<file path="src/rtl/hb_batch_pkg.sv">
package hb_batch_pkg;
  // Strobes passed from control to datapath
  typedef struct packed {
    logic load;      // capture a new result
    logic hintOff;   // effective hint is zero
    logic useLimit;  // group limit is tighter than the hint
  } hbCtl_t;
endpackage

</file>
<file path="src/rtl/hb_divider.sv">
// Unrolled restoring divider; divisor must be nonzero.
module hb_divider #(
  parameter int W = 7
) (
  input  logic [W-1:0] dividend,
  input  logic [W-1:0] divisor,
  output logic [W-1:0] quotient
);
  logic [W-1:0] remS  [0:W-1];
  logic [W:0]   partS [0:W-1];
  logic [W-1:0] geS;

  assign remS[0] = '0;

  for (genvar k = 0; k < W; k++) begin : g_stage
    assign partS[k] = {remS[k], dividend[W-1-k]};
    assign geS[k]   = partS[k] >= {1'b0, divisor};
    assign quotient[W-1-k] = geS[k];
    if (k < W - 1) begin : g_rem
      assign remS[k+1] = geS[k] ? (partS[k][W-1:0] - divisor) : partS[k][W-1:0];
    end
  end
endmodule

</file>
<file path="src/rtl/hb_batch_ctrl.sv">
module hb_batch_ctrl
  import hb_batch_pkg::*;
#(
  parameter int STEP_W = 7
) (
  input  logic              clk,
  input  logic              rstN,
  input  logic              inValid,
  input  logic [STEP_W-1:0] hint,
  input  logic [STEP_W-1:0] grpLimit,
  input  logic              memAtomic,
  input  logic              memCacheInh,
  input  logic              memResv,
  output hbCtl_t            ctl,
  output logic              outValid
);
  logic memBlock;

  assign memBlock = memAtomic | memCacheInh | memResv;

  always_comb begin
    ctl.load     = inValid;
    ctl.hintOff  = memBlock || (hint == '0);
    ctl.useLimit = (grpLimit != '0) && (grpLimit < hint);
  end

  always_ff @(posedge clk) begin
    if (!rstN) outValid <= 1'b0;
    else       outValid <= inValid;
  end
endmodule

</file>
<file path="src/rtl/hb_batch_dp.sv">
module hb_batch_dp
  import hb_batch_pkg::*;
#(
  parameter int STEP_W = 7
) (
  input  logic              clk,
  input  logic              rstN,
  input  hbCtl_t            ctl,
  input  logic [STEP_W-1:0] hint,
  input  logic [STEP_W-1:0] grpLimit,
  input  logic [STEP_W-1:0] stepA,
  input  logic [STEP_W-1:0] stepB,
  output logic              sameBatch,
  output logic [STEP_W-1:0] batchA,
  output logic [STEP_W-1:0] batchB
);
  localparam int N_DIV = 4;  // A/hint, B/hint, A/group, B/group
  localparam logic [STEP_W-1:0] ONE = STEP_W'(1);

  logic [STEP_W-1:0] hintDiv, grpDiv;
  logic [STEP_W-1:0] dvdArr [0:N_DIV-1];
  logic [STEP_W-1:0] dvsArr [0:N_DIV-1];
  logic [STEP_W-1:0] quoArr [0:N_DIV-1];
  logic              nextSame;
  logic [STEP_W-1:0] nextA, nextB;

  assign hintDiv = ctl.hintOff  ? ONE      : hint;
  assign grpDiv  = ctl.useLimit ? grpLimit : hintDiv;

  assign dvdArr[0] = stepA;  assign dvsArr[0] = hintDiv;
  assign dvdArr[1] = stepB;  assign dvsArr[1] = hintDiv;
  assign dvdArr[2] = stepA;  assign dvsArr[2] = grpDiv;
  assign dvdArr[3] = stepB;  assign dvsArr[3] = grpDiv;

  for (genvar d = 0; d < N_DIV; d++) begin : g_div
    hb_divider #(.W(STEP_W)) div_i (
      .dividend(dvdArr[d]),
      .divisor (dvsArr[d]),
      .quotient(quoArr[d])
    );
  end

  always_comb begin
    nextSame = !ctl.hintOff && (quoArr[0] == quoArr[1]) && (quoArr[2] == quoArr[3]);
    nextA    = ctl.hintOff ? stepA : quoArr[0];
    nextB    = ctl.hintOff ? stepB : quoArr[1];
  end

  always_ff @(posedge clk) begin
    if (!rstN) begin
      sameBatch <= 1'b0;
      batchA    <= '0;
      batchB    <= '0;
    end else if (ctl.load) begin
      sameBatch <= nextSame;
      batchA    <= nextA;
      batchB    <= nextB;
    end
  end
endmodule

</file>
<file path="src/rtl/hb_batch_top.sv">
module hb_batch_top
  import hb_batch_pkg::*;
#(
  parameter int STEP_W = 7
) (
  input  logic              clk,
  input  logic              rstN,
  input  logic              inValid,
  input  logic [STEP_W-1:0] hint,
  input  logic [STEP_W-1:0] grpLimit,
  input  logic [STEP_W-1:0] stepA,
  input  logic [STEP_W-1:0] stepB,
  input  logic              memAtomic,
  input  logic              memCacheInh,
  input  logic              memResv,
  output logic              outValid,
  output logic              sameBatch,
  output logic [STEP_W-1:0] batchA,
  output logic [STEP_W-1:0] batchB
);
  hbCtl_t ctl;

  hb_batch_ctrl #(.STEP_W(STEP_W)) ctrl_i (
    .clk, .rstN, .inValid, .hint, .grpLimit,
    .memAtomic, .memCacheInh, .memResv,
    .ctl, .outValid
  );

  hb_batch_dp #(.STEP_W(STEP_W)) dp_i (
    .clk, .rstN, .ctl, .hint, .grpLimit, .stepA, .stepB,
    .sameBatch, .batchA, .batchB
  );
endmodule

</file>
<file path="config.mk">
export PLATFORM = sky130hd
export DESIGN_NAME = hb_batch_top
export DESIGN_NICKNAME = d
export VERILOG_FILES = /design/src/rtl/hb_batch_pkg.sv /design/src/rtl/hb_divider.sv /design/src/rtl/hb_batch_ctrl.sv /design/src/rtl/hb_batch_dp.sv /design/src/rtl/hb_batch_top.sv
export SDC_FILE = /design/constraint.sdc
export NUM_CORES = 1
export LEC_CHECK = 0
export BUFFER_PORTS_ARGS = -buffer_cell sky130_fd_sc_hd__buf_2
export CAP_MARGIN = 20
export CORE_ASPECT_RATIO = 1.25
export CORE_MARGIN = 10
export CORE_UTILIZATION = 35
export DETAILED_ROUTE_END_ITERATION = 8
export HOLD_SLACK_MARGIN = 0.06
export PLACE_DENSITY = 0.53
export REMOVE_ABC_BUFFERS = 1
export SLEW_MARGIN = 20
export SYNTH_ARGS = -nofsm -noshare
export SYNTH_HDL_FRONTEND = slang
export SYNTH_SLANG_ARGS = --single-unit
</file>
<file path="constraint.sdc">
create_clock -name clk -period 22.5 [get_ports clk]
set_input_delay 4.5 -clock clk [delete_from_list [all_inputs] [get_ports clk]]
set_output_delay 4.5 -clock clk [all_outputs]
set_load 0.05 [all_outputs]
</file>
==> key figures, run 1 <==
Clocking
  • Post-CTS Setup Bufs: 0
  • Clk sink count: 16
  • Clock buffer depth: 2
  • Root Buffer: clkbuf_16
  • Worst-Skew Late Latency: 0.27 ns
  • Post-CTS Hold Buffers: 0
  • CTS clk-pin slew, worst paths: 0.06 ns
  • Post-CTS Resized: 0
  • CTS Buf Count: 3
  • Htree depth: 1
  • CTS tree: built

Routing
  • DR vias: 9,769
  • Detail Route Antenna Nets: 0
  • Wl on met1: 14,200 um
  • Routed len/inst: 19.0 um
  • Initial DRC Count: 433
  • Top Metal Used: met5
  • Met2 wire length: 17,300 um
  • Drt drc: 0
  • Via-per-instance ratio: 5.69
  • Met3 WL: 561 um
  • DR pass1 iterations: 5
  • Final WL: 32,600 um

Setup path
  • Worst EP required: 22.67 ns
  • Top cell by count, worst path: o21ai_0
  • Worst r2r src: dp_i.batchB[2]
  • R2R Setup Slk: 21.86 ns
  • Crit path from: memResv
  • CP Max Fanout: 29
  • Slowest stage delay, CP: 0.72 ns
  • Crit Path Class: in -> reg
  • Worst setup EP type: flip-flop
  • Worst path slowest cell: nor3_2
  • Startpoint Class: input pin
  • Critical Path AT: 20.99 ns

Die
  • DIE HEIGHT: 208 um
  • # IOs: 50
  • Row cnt: 68
  • Die width: 170 um
  • Die ar.: 35,400 sq um
  • Core area: 27,700 sq um
  • Initial core utilization: 35.6%

Yosys
  • Count leader, synth: ha_1
  • Synthesized flop and latch total: 16
  • Main flop type after synthesis: dfxtp_1
  • Top cell type by total area after synthesis: ha_1
  • Largest cells by area after synthesis: ha_1 23%, a21oi_1 4.8%, xnor2_1 4.7%
  • Synth top cells by count: 182 x ha_1, 110 x nor2_1, 102 x nand2_1
  • Register area share after synthesis: 3.24%
  • Post-synth EDFFs: 0
  • Avg Cell Area, Syn: 7.50 sq um
  • Yosys warning total: 0
  • Fraction of registers with async set/reset: 0%
  • Synth Cell Area: 9880 sq um
  • Yosys top cell area share: 23.0%
  • Synth cell types: 93
  • Cells after Synth: 1,318

Timing
  • Period utilization: 92.6%
  • Worst-margin pin slew: 0.874 ns
  • Post-layout minimum cycle time: 20.82 ns
  • Fin Hold WS: 0.472 ns
  • RSZ-0062 raised after global routing: no
  • Highest clock rate: 48.0 MHz
  • Max_slew headroom: 41.4%
  • Skew final: 0 ns
  • Final hold violation count: 0
  • Setup-failing EPs final: 0
  • Sum Neg Setup Slack: 0 ns
  • Slew Limit Fails: 0

Cells and area
  • Nets: 1,605
  • Area growth, synth to finish: 8.49%
  • Layout cells sized above 1: 11.0%
  • Post-layout util: 38.6%
  • FILL cells: 2,993

Placement
  • Hpwl dp: 26,700 um
  • IO buf count: 49
  • Gpl congestion: 0.908

Worst hold path
  • Hold Startpoint: dp_i.batchA[0]
  • HP Class: reg -> reg

Global routing
  • Gr usage total: 18.1%
  • Largest net degree at the start of global routing: 30
  • Grt ovf: 0
  • First-pass GRT wire length: 52,300 um
  • Initial antenna violation count: 1
  • Vias in the first global route: 9,788

Run status
  • Status: finished, final reports clean

Job
  • Max cap viols: 0
worst max-delay path: cells and delay by family:
family / cells / cell delay [ns]
multiplexers: 2 / 0.80
adder cells (fa/ha/maj): 8 / 2.48
AO/OA/AOI/OAI: 40 / 8.47
buffers and inverters: 4 / 0.71
AND/OR/NAND/NOR: 16 / 3.83
XOR/XNOR: 1 / 0.16
cell families (layout without fill, tap and decap cells):
logic type | Yosys count | count (layout) | synth area share [%]
AOI/OAI and AO/OA | 404 | 404 | 27.9
xor gates and xnor gates | 79 | 79 | 7.08
adders and majority gates | 202 | 202 | 27.1
buffers and inverters | 116 | 165 | 4.56
DFF | 16 | 16 | 3.24
muxes | 74 | 74 | 8.09
other | 0 | 1 | 0
and+or+nand+nor | 427 | 427 | 22.0
metal layers:
metal  vias to the layer above  global-route usage (%)
li1                       4982                       -
met1                      4628                    21.1
met2                       122                    34.7
met3                        35                    1.10
met4                         2                    3.84
met5                         -                       0
cell usage in the layout, fill, tap and decap left out, types with 22 or more instances in the layout:
master / instances
ha_1: 182
nor2_1: 109
nand2_1: 102
a21oi_1: 95
inv_1: 91
o21ai_0: 88
nor2b_1: 55
xnor2_1: 53
buf_2: 49
mux2i_1: 35
mux2_2: 32
a21o_1: 29
o21a_1: 28
nand2b_1: 25
xor2_1: 25
buf_4: 22
registers in the layout, summed over array words and instances, names as in the netlist:
signal	cells
ctrl_i.outValid	1
dp_i.sameBatch	1
dp_i.batchB	7
dp_i.batchA	7
area by class of cell:
type | instances | area [sq um] | area share, %
flip-flops and latches | 16 | 320 | 2.99
well taps | 350 | 438 | 4.09
inverters | 91 | 342 | 3.19
clock buffers | 3 | 75.1 | 0.700
multi-input cells | 1186 | 9130 | 85.2
repair buffers | 71 | 410 | 3.83
diodes | 1 | 2.50 | 0.0233
final timing paths:
path               endpoint  depth (start not counted)
min          dp_i.batchA[0]                          2
min reg2reg  dp_i.batchA[0]                          2
max          dp_i.sameBatch                         71
max reg2reg  dp_i.batchB[2]                          1
per-stage QoR:
step                instances  setup WS, ns  cell area [sq um]
floorplan                1293          2.82               9770
global placement         1714          1.76              10600
detailed placement       1714          1.38              10600
CTS                      1717          1.63              10700
global route             1717         0.137              10700
finish                   1718          1.68              10700
Power of run 1 is not shown: default switching activity piles up to over one toggle a cycle in this logic, so the estimate is an artifact.
==> run 2: changes to the inputs <==
Settings changed: BUFFER_PORTS_ARGS -buffer_cell sky130_fd_sc_hd__buf_2 to -buffer_cell sky130_fd_sc_hd__buf_4, PLACE_DENSITY 0.53 to default, PLACE_DENSITY_LB_ADDON from default to 0.08, SKIP_LAST_GASP from default to 1.
==> run 2 against run 1 <==
Setup slack got worse by 0.20 ns; wire length is 1.1% higher; global-route usage rose by 0.30 points; via count did not move; die area is the same; clock-buffer cell count rose by 1; non-clock buffer count rose by 3.
==> key figures, run 2 (synthesis gave the netlist of run 1 again) <==
Global routing
  • Largest net degree at the start of global routing: 30 (unchanged)
  • Grt ovf: 0 (unchanged)
  • Gr usage total: 18.4% (was 18.1%)
  • First-pass GRT wire length: 53,000 um (was 52,300 um)
  • Initial antenna violation count: 0 (was 1)
  • Vias in the first global route: 9,853 (was 9,788)

Setup path
  • Levels on crit path: 70 (was 71)
  • Crit Path Class: in -> reg (unchanged)
  • Worst r2r src: dp_i.sameBatch (was dp_i.batchB[2])
  • Worst setup EP type: flip-flop (unchanged)
  • Crit path from: hint[6] (was memResv)
  • Critical Path AT: 21.18 ns (was 20.99 ns)
  • Top cell by count, worst path: o21ai_0 (unchanged)
  • R2r worst-path depth: 2 (was 1)
  • Slowest stage delay, CP: 0.62 ns (was 0.72 ns)
  • Startpoint Class: input pin (unchanged)
  • Worst EP required: 22.66 ns (was 22.67 ns)
  • WP buf/inv: 4 (unchanged)
  • Worst path slowest cell: or4b_2 (was nor3_2)
  • FF-to-FF End: dp_i.sameBatch (was dp_i.batchB[2])
  • CP Max Fanout: 29 (unchanged)
  • R2R Setup Slk: 21.76 ns (was 21.86 ns)
  • Worst path top cell family by delay: compound AO/OA/AOI/OAI gates (unchanged)
  • Setup crit end: dp_i.sameBatch (unchanged)

Routing
  • DR pass1 iterations: 5 (unchanged)
  • Routed len/inst: 19.2 um (was 19.0 um)
  • Via-per-instance ratio: 5.68 (was 5.69)
  • Initial DRC Count: 558 (was 433)
  • Detail Route Antenna Nets: 0 (unchanged)
  • Wl on met1: 15,000 um (was 14,200 um)
  • Met2 wire length: 16,500 um (was 17,300 um)
  • DR vias: 9,769 (unchanged)
  • Met3 WL: 915 um (was 561 um)
  • Final WL: 33,000 um (was 32,600 um)
  • Top Metal Used: met4 (was met5)
  • Drt drc: 0 (unchanged)

Placement
  • Gpl congestion: 0.882 (was 0.908)
  • IO buf count: 49 (unchanged)
  • Hpwl dp: 27,000 um (was 26,700 um)

Cells and area
  • Area growth, synth to finish: 10.2% (was 8.49%)
  • Nets: 1,608 (was 1,605)
  • Leading registers by flop count: dp_i.batchA: 7 flops, dp_i.batchB: 7 flops (unchanged)
  • Most common cell after layout, fill and taps aside: ha_1 (unchanged)
  • Layout cells sized above 1: 11.3% (was 11.0%)
  • Multi-input gate area: 9150 sq um (was 9130 sq um)
  • Storage cell area: 320 sq um (unchanged)
  • ANT cells: 0 (was 1)
  • FILL cells: 2,947 (was 2,993)
  • Commonest cells after routing, fill and taps aside: 182 x ha_1, 109 x nor2_1, 102 x nand2_1, 94 x a21oi_1, 91 x inv_1 (was 182 x ha_1, 109 x nor2_1, 102 x nand2_1, 95 x a21oi_1, 91 x inv_1)

Die
  • Die width: 170 um (unchanged)
  • Initial core utilization: 35.6% (unchanged)
  • Core area: 27,700 sq um (unchanged)
  • Row cnt: 68 (unchanged)
  • # IOs: 50 (unchanged)
  • Die ar.: 35,400 sq um (unchanged)
  • DIE HEIGHT: 208 um (unchanged)

Clocking
  • Root Buffer: clkbuf_16 (unchanged)
  • CTS Buf Count: 3 (unchanged)
  • Clock buffer depth: 2 (unchanged)
  • Post-CTS Hold Buffers: 0 (unchanged)
  • CTS clk-pin slew, worst paths: 0.07 ns (was 0.06 ns)
  • Clk sink count: 16 (unchanged)
  • Htree depth: 1 (unchanged)
  • CTS tree: built (unchanged)
  • Worst-Skew Late Latency: 0.27 ns (about the same)

Timing
  • Worst-margin pin slew: 0.969 ns (was 0.874 ns)
  • Max_slew headroom: 35.4% (was 41.4%)
  • Slew Limit Fails: 0 (unchanged)
  • Skew final: 0 ns (unchanged)
  • Setup-failing EPs final: 0 (unchanged)
  • Post-layout minimum cycle time: 21.02 ns (was 20.82 ns)
  • RSZ-0062 raised after global routing: no (unchanged)
  • Period utilization: 93.4% (was 92.6%)
  • Highest clock rate: 47.6 MHz (was 48.0 MHz)
  • Sum Neg Setup Slack: 0 ns (unchanged)
  • Final hold violation count: 0 (unchanged)

Worst hold path
  • HP Class: reg -> reg (unchanged)

Job
  • Max cap viols: 0 (unchanged)

Run status
  • Status: finished, final reports clean (unchanged)
## run 2: cell count changes in the layout (fill, tap and decap cells not counted), sizes merged
cell	change
clkbuf	+1
diode	-1
buf	+3
## run 2: metal layers
| layer | track usage, % | vias up |
|---|---|---|
| met2 | 33.4 | 170 |
| met4 | 3.66 | 0 |
| met1 | 23.0 | 4569 |
| li1 | - | 4985 |
| met3 | 1.24 | 45 |
| met5 | 0 | - |
## run 2: how the worst min path moves through the flow
stage | start | endpoint | slack [ns] | cells past startpoint
floorplan | dp_i.batchA[0] | dp_i.batchA[0] | 0.69 | 2
global placement | dp_i.batchB[0] | dp_i.batchB[0] | 0.46 | 2
detailed placement | dp_i.batchB[0] | dp_i.batchB[0] | 0.47 | 2
CTS | dp_i.batchB[0] | dp_i.batchB[0] | 0.48 | 2
global route | dp_i.batchB[0] | dp_i.batchB[0] | 0.50 | 2
finish | dp_i.batchB[0] | dp_i.batchB[0] | 0.48 | 2
## run 2: worst min-delay path: cells and delay by family, from the launching register on
| family | cells | cell delay (ns) |
|---|---|---|
| DFF | 1 | 0.31 |
| AOI/OAI and AO/OA | 1 | 0.06 |
| and+or+nand+nor | 1 | 0.06 |
## run 2: timing repair
action,CTS,global route
buffers inserted,0,3
gates resized for setup,0,6
setup endpoints to repair,0,1
hold endpoints to repair,0,0
## run 2: area by class of cell
cell class / count / area share [%]
Clock buffer: 4 / 0.816
Timing Repair Buffer: 74 / 5.10
Inverter: 91 / 3.14
Tap cell: 350 / 4.02
Sequential cell: 16 / 2.94
Multi-Input combinational cell: 1186 / 84.0
## run 2: stage by stage
stage / hold slack [ns] / area (sq um) / cells / util, % / setup WS (ns)
after global routing: 0.496 / 10900 / 1721 / 39.3 / 0.0319
after global placement: 0.463 / 10800 / 1714 / 38.8 / 0.451
after detailed placement: 0.469 / 10800 / 1714 / 38.8 / 0.452
after floorplan: 0.693 / 9770 / 1293 / - / 2.82
final: 0.477 / 10900 / 1721 / 39.3 / 1.48
after CTS: 0.482 / 10800 / 1718 / 39.1 / 0.620
Power of run 2 is left out for the same reason.
